### config.mk
export PLATFORM = sky130hd
export DESIGN_NAME = rr_monitor_seq
export DESIGN_NICKNAME = d
export VERILOG_FILES = /design/src/rtl/rrm_pkg.sv /design/src/rtl/rrm_tick_timer.sv /design/src/rtl/rrm_accum.sv /design/src/rtl/rrm_slot_map.sv /design/src/rtl/rrm_irq_latch.sv /design/src/rtl/rr_monitor_seq.sv
export SDC_FILE = /design/constraint.sdc
export NUM_CORES = 1
export LEC_CHECK = 0
export BUFFER_PORTS_ARGS = -buffer_cell sky130_fd_sc_hd__buf_2
export CAP_MARGIN = 10
export CORE_MARGIN = 2
export CORE_UTILIZATION = 60
export CTS_CLUSTER_DIAMETER = 40
export DETAILED_ROUTE_END_ITERATION = 10
export PLACE_DENSITY_LB_ADDON = 0.05
export SYNTH_ARGS = -nofsm -noshare
export SYNTH_HDL_FRONTEND = slang
export SYNTH_SLANG_ARGS = --single-unit
### constraint.sdc
create_clock -name clk -period 3.75 [get_ports clk]
set_input_delay 0.375 -clock clk [delete_from_list [all_inputs] [get_ports clk]]
set_output_delay 0.375 -clock clk [all_outputs]
set_load 0.05 [all_outputs]
### src/rtl/rrm_pkg.sv
package rrm_pkg;

    typedef enum logic [2:0] {
        ST_IDLE,
        ST_ISSUE,
        ST_SETTLE,
        ST_CAPTURE,
        ST_COMMIT
    } seq_state_t;

endpackage

### src/rtl/rrm_tick_timer.sv
// Settling window counter: counts timebase ticks after a request and
// flags the tick that closes the window for the current slot type.
module rrm_tick_timer #(
    parameter int SHORT_TICKS = 16,
    parameter int LONG_TICKS  = 48,
    localparam int CNT_W      = $clog2(LONG_TICKS + 1)
) (
    input  logic clk,
    input  logic rst_n,
    input  logic clear,
    input  logic run_en,
    input  logic tick,
    input  logic long_sel,
    output logic expired
);

    localparam logic [CNT_W-1:0] SHORT_LAST = CNT_W'(SHORT_TICKS - 1);
    localparam logic [CNT_W-1:0] LONG_LAST  = CNT_W'(LONG_TICKS - 1);

    logic [CNT_W-1:0] cnt_q;
    logic [CNT_W-1:0] limit;

    generate
        if (SHORT_TICKS == LONG_TICKS) begin : g_single_window
            logic unused_sel;
            assign unused_sel = long_sel;
            assign limit      = SHORT_LAST;
        end else begin : g_dual_window
            assign limit = long_sel ? LONG_LAST : SHORT_LAST;
        end
    endgenerate

    always_ff @(posedge clk or negedge rst_n) begin
        if (!rst_n) begin
            cnt_q <= '0;
        end else if (clear) begin
            cnt_q <= '0;
        end else if (run_en && tick) begin
            cnt_q <= cnt_q + 1'b1;
        end
    end

    assign expired = run_en && tick && (cnt_q == limit);

endmodule

### src/rtl/rrm_accum.sv
// Sample accumulator with sample counter; the average is the sum
// shifted right by the log2 of the sample count.
module rrm_accum #(
    parameter int SMP_W        = 10,
    parameter int SAMPLES_LOG2 = 4,
    localparam int ACC_W       = SMP_W + SAMPLES_LOG2
) (
    input  logic             clk,
    input  logic             rst_n,
    input  logic             clear,
    input  logic             add,
    input  logic [SMP_W-1:0] sample,
    output logic             last,
    output logic [SMP_W-1:0] average
);

    logic [ACC_W-1:0]        acc_q;
    logic [SAMPLES_LOG2-1:0] cnt_q;

    always_ff @(posedge clk or negedge rst_n) begin
        if (!rst_n) begin
            acc_q <= '0;
            cnt_q <= '0;
        end else if (clear) begin
            acc_q <= '0;
            cnt_q <= '0;
        end else if (add) begin
            acc_q <= acc_q + ACC_W'(sample);
            cnt_q <= cnt_q + 1'b1;
        end
    end

    assign last    = &cnt_q;
    assign average = SMP_W'(acc_q >> SAMPLES_LOG2);

endmodule

### src/rtl/rrm_slot_map.sv
// Per-slot attributes: window length, destination register and the
// keep/drop rule for the shared pin pair.
module rrm_slot_map #(
    parameter int N_SLOTS       = 20,
    parameter int ADDR_W        = 8,
    parameter int REMOTE_A_SLOT = 0,
    parameter int REMOTE_B_SLOT = 18,
    parameter int PAIR_LO_SLOT  = 14,
    parameter int PAIR_HI_SLOT  = 15,
    parameter logic [ADDR_W-1:0] VAL_BASE     = 8'h30,
    parameter logic [ADDR_W-1:0] PAIR_LO_ADDR = 8'h27,
    parameter logic [ADDR_W-1:0] SHARED_ADDR  = 8'h29,
    localparam int SLOT_W = $clog2(N_SLOTS)
) (
    input  logic [SLOT_W-1:0] slot,
    input  logic              temp_mode,
    output logic              long_conv,
    output logic              final_slot,
    output logic              keep,
    output logic [ADDR_W-1:0] reg_addr
);

    always_comb begin
        long_conv  = (slot == SLOT_W'(REMOTE_A_SLOT)) || (slot == SLOT_W'(REMOTE_B_SLOT));
        final_slot = (slot == SLOT_W'(N_SLOTS - 1));
        reg_addr   = VAL_BASE + ADDR_W'(slot);
        keep       = 1'b1;
        if (slot == SLOT_W'(PAIR_LO_SLOT)) begin
            reg_addr = PAIR_LO_ADDR;
            keep     = !temp_mode;
        end else if (slot == SLOT_W'(PAIR_HI_SLOT)) begin
            reg_addr = SHARED_ADDR;
            keep     = !temp_mode;
        end else if (slot == SLOT_W'(REMOTE_B_SLOT)) begin
            reg_addr = SHARED_ADDR;
            keep     = temp_mode;
        end
    end

endmodule

### src/rtl/rrm_irq_latch.sv
// Sticky end-of-pass interrupt; clear dominates set.
module rrm_irq_latch (
    input  logic clk,
    input  logic rst_n,
    input  logic set,
    input  logic enable,
    input  logic clear,
    output logic irq
);

    logic pend_q;

    always_ff @(posedge clk or negedge rst_n) begin
        if (!rst_n) begin
            pend_q <= 1'b0;
        end else if (clear) begin
            pend_q <= 1'b0;
        end else if (set && enable) begin
            pend_q <= 1'b1;
        end
    end

    assign irq = pend_q && enable;

endmodule

### src/rtl/rr_monitor_seq.sv
module rr_monitor_seq
    import rrm_pkg::*;
#(
    parameter int N_SLOTS       = 20,
    parameter int SMP_W         = 10,
    parameter int SAMPLES_LOG2  = 4,
    parameter int SHORT_TICKS   = 16,
    parameter int LONG_TICKS    = 48,
    parameter int ADDR_W        = 8,
    parameter int REMOTE_A_SLOT = 0,
    parameter int REMOTE_B_SLOT = 18,
    parameter int PAIR_LO_SLOT  = 14,
    parameter int PAIR_HI_SLOT  = 15,
    parameter logic [ADDR_W-1:0] VAL_BASE     = 8'h30,
    parameter logic [ADDR_W-1:0] PAIR_LO_ADDR = 8'h27,
    parameter logic [ADDR_W-1:0] SHARED_ADDR  = 8'h29,
    localparam int SLOT_W = $clog2(N_SLOTS)
) (
    input  logic              clk,
    input  logic              rst_n,
    input  logic              cfg_start,
    input  logic              cfg_irq_en,
    input  logic              cfg_irq_clr,
    input  logic              pair_temp_mode,
    input  logic              tick,
    input  logic              adc_done,
    input  logic [SMP_W-1:0]  adc_sample,
    output logic              conv_req,
    output logic [SLOT_W-1:0] conv_ch,
    output logic              val_we,
    output logic [ADDR_W-1:0] val_addr,
    output logic [SMP_W-1:0]  val_data,
    output logic              cycle_end,
    output logic              irq,
    output logic              busy
);

    localparam logic [SLOT_W-1:0] LAST_SLOT = SLOT_W'(N_SLOTS - 1);

    seq_state_t        state_q;
    seq_state_t        state_d;
    logic [SLOT_W-1:0] slot_q;
    logic              abort_q;
    logic              run;

    logic              win_expired;
    logic              smp_last;
    logic [SMP_W-1:0]  smp_avg;
    logic              map_long;
    logic              map_final;
    logic              map_keep;
    logic [ADDR_W-1:0] map_addr;

    assign run = cfg_start && !cfg_irq_clr;

    // ---------------------------------------------------------------
    // Next-state logic
    // ---------------------------------------------------------------
    always_comb begin
        state_d = state_q;
        unique case (state_q)
            ST_IDLE: begin
                if (run) state_d = ST_ISSUE;
            end
            ST_ISSUE: begin
                state_d = run ? ST_SETTLE : ST_IDLE;
            end
            ST_SETTLE: begin
                if (win_expired) state_d = ST_CAPTURE;
            end
            ST_CAPTURE: begin
                if (adc_done) begin
                    if (abort_q || !run) begin
                        state_d = ST_IDLE;
                    end else if (smp_last) begin
                        state_d = ST_COMMIT;
                    end else begin
                        state_d = ST_ISSUE;
                    end
                end
            end
            ST_COMMIT: begin
                state_d = run ? ST_ISSUE : ST_IDLE;
            end
            default: state_d = ST_IDLE;
        endcase
    end

    // ---------------------------------------------------------------
    // State register
    // ---------------------------------------------------------------
    always_ff @(posedge clk or negedge rst_n) begin
        if (!rst_n) begin
            state_q <= ST_IDLE;
        end else begin
            state_q <= state_d;
        end
    end

    // ---------------------------------------------------------------
    // Slot pointer and stop latch
    // ---------------------------------------------------------------
    always_ff @(posedge clk or negedge rst_n) begin
        if (!rst_n) begin
            slot_q  <= '0;
            abort_q <= 1'b0;
        end else begin
            unique case (state_q)
                ST_IDLE: begin
                    slot_q  <= '0;
                    abort_q <= 1'b0;
                end
                ST_SETTLE, ST_CAPTURE: begin
                    if (!run) abort_q <= 1'b1;
                end
                ST_COMMIT: begin
                    slot_q <= (slot_q == LAST_SLOT) ? '0 : slot_q + 1'b1;
                end
                default: ;
            endcase
        end
    end

    // ---------------------------------------------------------------
    // Datapath units
    // ---------------------------------------------------------------
    rrm_tick_timer #(
        .SHORT_TICKS (SHORT_TICKS),
        .LONG_TICKS  (LONG_TICKS)
    ) timer_i (
        .clk      (clk),
        .rst_n    (rst_n),
        .clear    (state_q == ST_ISSUE),
        .run_en   (state_q == ST_SETTLE),
        .tick     (tick),
        .long_sel (map_long),
        .expired  (win_expired)
    );

    rrm_accum #(
        .SMP_W        (SMP_W),
        .SAMPLES_LOG2 (SAMPLES_LOG2)
    ) accum_i (
        .clk     (clk),
        .rst_n   (rst_n),
        .clear   ((state_q == ST_IDLE) || (state_q == ST_COMMIT)),
        .add     ((state_q == ST_CAPTURE) && adc_done),
        .sample  (adc_sample),
        .last    (smp_last),
        .average (smp_avg)
    );

    rrm_slot_map #(
        .N_SLOTS       (N_SLOTS),
        .ADDR_W        (ADDR_W),
        .REMOTE_A_SLOT (REMOTE_A_SLOT),
        .REMOTE_B_SLOT (REMOTE_B_SLOT),
        .PAIR_LO_SLOT  (PAIR_LO_SLOT),
        .PAIR_HI_SLOT  (PAIR_HI_SLOT),
        .VAL_BASE      (VAL_BASE),
        .PAIR_LO_ADDR  (PAIR_LO_ADDR),
        .SHARED_ADDR   (SHARED_ADDR)
    ) map_i (
        .slot       (slot_q),
        .temp_mode  (pair_temp_mode),
        .long_conv  (map_long),
        .final_slot (map_final),
        .keep       (map_keep),
        .reg_addr   (map_addr)
    );

    rrm_irq_latch irq_i (
        .clk    (clk),
        .rst_n  (rst_n),
        .set    (cycle_end),
        .enable (cfg_irq_en),
        .clear  (cfg_irq_clr),
        .irq    (irq)
    );

    // ---------------------------------------------------------------
    // Outputs
    // ---------------------------------------------------------------
    always_comb begin
        conv_req  = 1'b0;
        val_we    = 1'b0;
        cycle_end = 1'b0;
        busy      = (state_q != ST_IDLE);
        conv_ch   = slot_q;
        val_addr  = map_addr;
        val_data  = smp_avg;
        unique case (state_q)
            ST_ISSUE:  conv_req = run;
            ST_COMMIT: begin
                val_we    = map_keep;
                cycle_end = map_final;
            end
            default: ;
        endcase
    end

endmodule

==> results of run 1 <==
-- routing by layer --
metal / track usage / share of wire
met1: 0.320 / 0.48
met2: 0.379 / 0.46
met3: 0.0557 / 0.055
met4: 0.0842 / 0.0070
met5: 0 / 0
-- through the flow --
step | utilization | setup slack, ps | hold slack [ps]
detailed placement | 0.680 | 1450 | 475
CTS | 0.702 | 1140 | 186
floorplan | - | 539 | 79.4
global route | 0.702 | 969 | 226
global placement | 0.680 | 1510 | 467
finish | 0.702 | 1140 | 161
-- cell usage in the layout, fill, tap and decap left out, types with 3 or more instances in the layout --
master,count
a21o_1,4
a21oi_1,13
and2_1,3
and3_1,5
buf_2,44
clkbuf_8,5
dfrtp_1,34
ha_1,17
inv_1,10
mux2i_1,5
nand2_1,22
nand2b_1,7
nand3_1,20
nand4_1,7
nor2_1,21
nor2b_1,4
nor3b_1,4
o21ai_0,25
xnor2_1,4
xor2_1,8
-- area by class of cell --
type / count / area (um2) / share of cell area
Clock buffer: 5 / 68.8 / 0.0264
Sequential cell: 34 / 851 / 0.326
Inverter: 10 / 37.5 / 0.0144
Tap cell: 48 / 60.1 / 0.0230
Clock inverter: 2 / 10.0 / 0.00384
Timing Repair Buffer: 45 / 228 / 0.0873
Multi-Input combinational cell: 207 / 1350 / 0.519
-- registers in the layout, indices dropped and copies added, names as in the netlist --
name	cells
conv_ch	5
irq_i.pend_q	1
abort_q	1
accum_i.cnt_q	4
accum_i.acc_q	14
timer_i.cnt_q	6
state_q	3
-- report_power, final --
part	internal [uW]	switching (uW)	total, uW	leakage [uW]
logic	200	397	597	0.000816
registers	440	81.4	521	0.000466
clock network	124	127	251	0.0000438
total	764	605	1370	0.00133
-- cell families after synthesis --
logic type	count (synthesis)	share of synthesized area
other	1	0.00158
buffers and inverters	31	0.0687
AOI/OAI and AO/OA	67	0.179
muxes	5	0.0212
adders and majority gates	18	0.0984
and+or+nand+nor	104	0.227
DFF	34	0.360
xor gates and xnor gates	12	0.0444
-- final timing paths --
check                      slack, ps  depth (start not counted)        startpoint                 to
setup reg to reg                1650                          6  accum_i.acc_q[5]  accum_i.acc_q[11]
setup / recovery                1140                          7        conv_ch[0]             val_we
hold / removal                   160                          1             rst_n   accum_i.acc_q[8]
max in group asynchronous       3100                          1             rst_n   accum_i.cnt_q[0]
hold reg to reg                  490                          2      irq_i.pend_q       irq_i.pend_q
min in group clk                 260                          2       cfg_irq_clr       irq_i.pend_q
-- worst max-delay path: stages (launching register included) --
cell and delay, ps:
dfrtp_1 450, ha_1 270, and3_1 210, ha_1 240, nand2b_1 180, o41ai_1 250
a221oi_1 120, buf_2 230
==> flow_metrics.py, run 1 <==
metrics = {
    "synth": {
        "ys_seq_area_frac": 0.360,
        "syn_area_um2": 2370,
        "yosysMostFrequentCell": "dfrtp_1",
        "synth.distinct_cells": 53,
        "async_reset_ff_frac": 1.00,
        "syn_nets": 308,
        "yosys_warnings": 0,
        "synthTopCellsByArea": "dfrtp_1, ha_1, o21ai_0",
        "synthTopCellsByCount": "dfrtp_1, o21ai_0, nand2_1",
        "synth_flop_cell": "dfrtp_1",
        "syn_avg_cell_area_um2": 8.70,
        "synth_edf_count": 0,
        "yosysTopAreaCellShare": 0.360,
        "yosysTopAreaCell": "dfrtp_1",
        "synthCells": 272,
        "synth.ff_latch_count": 34,
    },
    "timing": {
        "period_needed_ps": 2610,
        "drv_slew": 0,
        "hold_viol": 0,
        "fin_crit_sh": 0.695,
        "worstMarginPinSlew_ps": 761,
        "skew_ps": 3.88,
        "fmax_mhz": 384,
        "rsz0062_at_grt": "false",
        "finalSetupViolations": 0,
        "fin_setup_tns_ps": 0,
        "relSlewSlack": 0.493,
    },
    "die": {
        "io_pins": 46,
        "core_area_um2": 3720,
        "die-area_um2": 4460,
        "initial_core_util": 0.637,
        "fp.dieH_um": 66.8,
        "die_w_um": 66.8,
        "rows": 22,
    },
    "placed_design": {
        "gp_congestion": 0.820,
        "placed_cell_area_um2": 2530,
        "dp_cells": 344,
        "hpwl_um": 3350,
        "portBuffers": 44,
    },
    "detailed_routing": {
        "drc": 0,
        "wl_per_cell_um": 13.5,
        "finalWirelength_um": 4730,
        "firstDrtPassIters": 4,
        "viasPerCell": 5.80,
        "ant_nets": 0,
        "drt_iter0_markers": 176,
        "via_count": 2035,
    },
    "cts": {
        "clkLatencyLatePin_ps": 280,
        "postCtsHoldBufs": 0,
        "clk_pin_slew_ps": 70,
        "cts_resized": 0,
        "clockBufferDepth": 2,
        "cts_sinks": 34,
        "cts_tree": "yes",
        "root_buffer": "clkbuf_8",
        "tritoncts.num_buffers": 5,
        "cts_setup_buffers": 0,
        "htree_levels": 2,
    },
    "setup_path": {
        "setup.worst_path.end_class": "output pin",
        "cp_max_fo": 7,
        "worstSetupPathType": "reg2out",
        "arrival_ps": 2230,
        "cp-start-kind": "register",
        "worstPathRequired_ps": 3380,
    },
    "cells_and_area": {
        "area_delta_synth_final_pct": 10.2,
        "num_antenna_cells": 0,
        "stdcell_area_um2": 2610,
        "fin_nets": 339,
        "fin_cells": 351,
        "drive_above_1_share": 0.191,
        "fill_cells": 322,
    },
    "grt": {
        "grt_max_degree": 35,
        "grt_overflow": 0,
        "grt_pass1_vias": 1850,
        "antenna_found_initial": 0,
        "track_usage": 0.239,
        "grt_pass1_wl_um": 8130,
    },
    "power": {
        "ir_worst_vdd_uv": 393,
        "finalPower_uw": 1370,
        "p_leak_uw": 0.00133,
        "power_density_nw_per_um2": 525,
    },
    "run": {
        "cap_viol_max_count": 0,
    },
    "hold_path": {
        "hp-class": "in2async",
    },
    "run_status": {
        "status": "completed",
    },
}
Note: power is estimated with default switching activity, not from simulation.
==> run 2, diff against run 1 <==
--- a/config.mk
+++ b/config.mk
@@ -8,7 +8,7 @@
 export BUFFER_PORTS_ARGS = -buffer_cell sky130_fd_sc_hd__buf_2
 export CAP_MARGIN = 10
 export CORE_MARGIN = 2
-export CORE_UTILIZATION = 60
+export CORE_UTILIZATION = 55
 export CTS_CLUSTER_DIAMETER = 40
 export DETAILED_ROUTE_END_ITERATION = 10
 export PLACE_DENSITY_LB_ADDON = 0.05
==> constraint.sdc (replaced) <==
create_clock -name clk -period 2.4 [get_ports clk]
set_input_delay 0.24 -clock clk [delete_from_list [all_inputs] [get_ports clk]]
set_output_delay 0.24 -clock clk [all_outputs]
set_load 0.05 [all_outputs]
==> run 2 against run 1 <==
Critical path depth stayed put. Count of clock-buffer cells in the layout is 2 higher. Sequential power is 56% higher. Largest cell class unchanged. First-iteration DRC count is 14% lower.
==> flow_metrics.py, run 2 (synthesis gave the netlist of run 1 again) <==
metrics = {
    "setup_path": {
        "max_stage_delay_ps": 450,
        "crit_slowest_cell": "dfrtp_2",
        "worst-r2r-cell-count": 8,
        "worstReg2RegEnd": "state_q[0]",
        "worstSetupPathType": "reg2out",
        "cp-start-kind": "register",
        "worst-r2r-setup-slack_ps": 340,
        "cp_max_fo": 7,
        "arrival_ps": 2040,
        "worstPathRequired_ps": 2160,
        "crit_path_frequent_cell": "ha_4",
        "setup.worst_path.end_class": "output pin",
        "path_buf_inv": 1,
        "timing.rr.start": "conv_ch[0]",
        "crit_family": "flip-flops",
        "critical_path.cell_chain": "ha_4 > and3_1 > ha_4 > nand2b_4 > o41ai_4 > a221oi_2 > buf_6",
    },
    "cts": {
        "tritoncts.num_buffers": 5,
        "cts_sinks": 34,
        "clockBufferDepth": 2,
        "cts_tree": "yes",
        "clk_pin_slew_ps": 70,
        "postCtsHoldBufs": 0,
        "root_buffer": "clkbuf_8",
        "htree_levels": 2,
        "clkLatencyLatePin_ps": 280,
    },
    "run_status": {
        "status": "completed",
    },
    "power": {
        "p_leak_uw": 0.00136,
        "power_density_nw_per_um2": 804,
        "ir_worst_vdd_uv": 709,
    },
    "grt": {
        "track_usage": 0.212,
        "grt_pass1_vias": 1885,
        "grt_overflow": 0,
        "grt_pass1_wl_um": 8490,
        "grt_max_degree": 35,
        "antenna_found_initial": 0,
    },
    "timing": {
        "drv_slew": 0,
        "rsz0062_at_grt": "false",
        "hold_viol": 0,
        "period_needed_ps": 2280,
        "worstMarginPinSlew_ps": 774,
        "skew_ps": 5.56,
        "relSlewSlack": 0.484,
        "holdWs_ps": 24.8,
        "finalSetupViolations": 0,
        "fin_crit_sh": 0.950,
        "fmax_mhz": 439,
    },
    "cells_and_area": {
        "top_register": "accum_i.acc_q",
        "num_antenna_cells": 0,
        "fin_nets": 345,
        "stdcell_area_um2": 2750,
        "drive_above_1_share": 0.245,
        "final_util": 0.678,
        "final_cell_mix": "buf_2, dfrtp_1, o21ai_0",
        "largest_register_ff_count": 14,
        "final_common_cell": "buf_2",
        "area_delta_synth_final_pct": 16.3,
    },
    "detailed_routing": {
        "finalWirelength_um": 4940,
        "wl_per_cell_um": 13.7,
        "drc": 0,
        "firstDrtPassIters": 4,
        "viasPerCell": 5.67,
        "drt_iter0_markers": 152,
        "ant_nets": 0,
        "via_count": 2041,
    },
    "die": {
        "core_area_um2": 4060,
        "die_w_um": 69.6,
        "io_pins": 46,
        "die-area_um2": 4840,
        "initial_core_util": 0.583,
        "fp.dieH_um": 69.6,
        "rows": 23,
    },
    "hold_path": {
        "hp-class": "in2async",
    },
    "placed_design": {
        "hpwl_um": 3440,
        "portBuffers": 44,
        "placed_cell_area_um2": 2600,
        "gp_congestion": 0.851,
    },
    "run": {
        "cap_viol_max_count": 0,
    },
}
## run 2: worst register-to-register path: stages (launching register included)
cell	delay [ps]
dfrtp_2	450
buf_4	150
inv_1	70
ha_1	330
nand2_1	140
a21boi_0	270
xnor2_1	150
nand4_1	140
a221oi_1	250
## run 2: metal layers
metal,vias up,share of wire,GRT usage
met1,957,0.48,0.296
met3,8,0.040,0.0451
li1,1034,-,-
met2,42,0.46,0.338
met5,-,0,0
met4,0,0.014,0.0523
## run 2: how the worst max path moves through the flow
| stage | to | depth (start not counted) | slack (ps) | from |
|---|---|---|---|---|
| 2_1_floorplan | val_we | 6 | -150 | conv_ch[3] |
| 4_1_cts | val_we | 7 | 20 | conv_ch[0] |
| 6_report | val_we | 7 | 120 | conv_ch[0] |
| 3_5_place_dp | val_we | 7 | 230 | conv_ch[0] |
| 3_3_place_gp | val_we | 7 | 270 | conv_ch[0] |
| 5_1_grt | val_we | 7 | 10 | conv_ch[0] |
## run 2: area by class of cell
type	count	area [um2]
Multi-Input combinational cell	207	1420
Fill cell	347	1310
Sequential cell	34	857
Timing Repair Buffer	51	279
Clock buffer	7	86.3
Tap cell	50	62.6
Inverter	10	41.3
Clock inverter	1	5.00
## run 2: per-stage QoR
stage	setup slack, ps	cells	setup TNS, ps	power (uW)
global route	9.60	360	0	2380
floorplan	-154	272	-168	1600
finish	120	360	0	2210
global placement	266	350	0	1780
detailed placement	233	350	0	1790
CTS	15.0	358	0	2240
## run 2: power breakdown
group,switching (uW),total (uW),internal (uW)
logic,624,967,342
clock network,203,435,231
registers,123,811,687
total,951,2210,1260
## run 2: what timing repair did
item,in CTS,in global routing
setup endpoints to repair,1,3
pin swaps,0,1
resized for setup,2,6
setup buffers,0,2
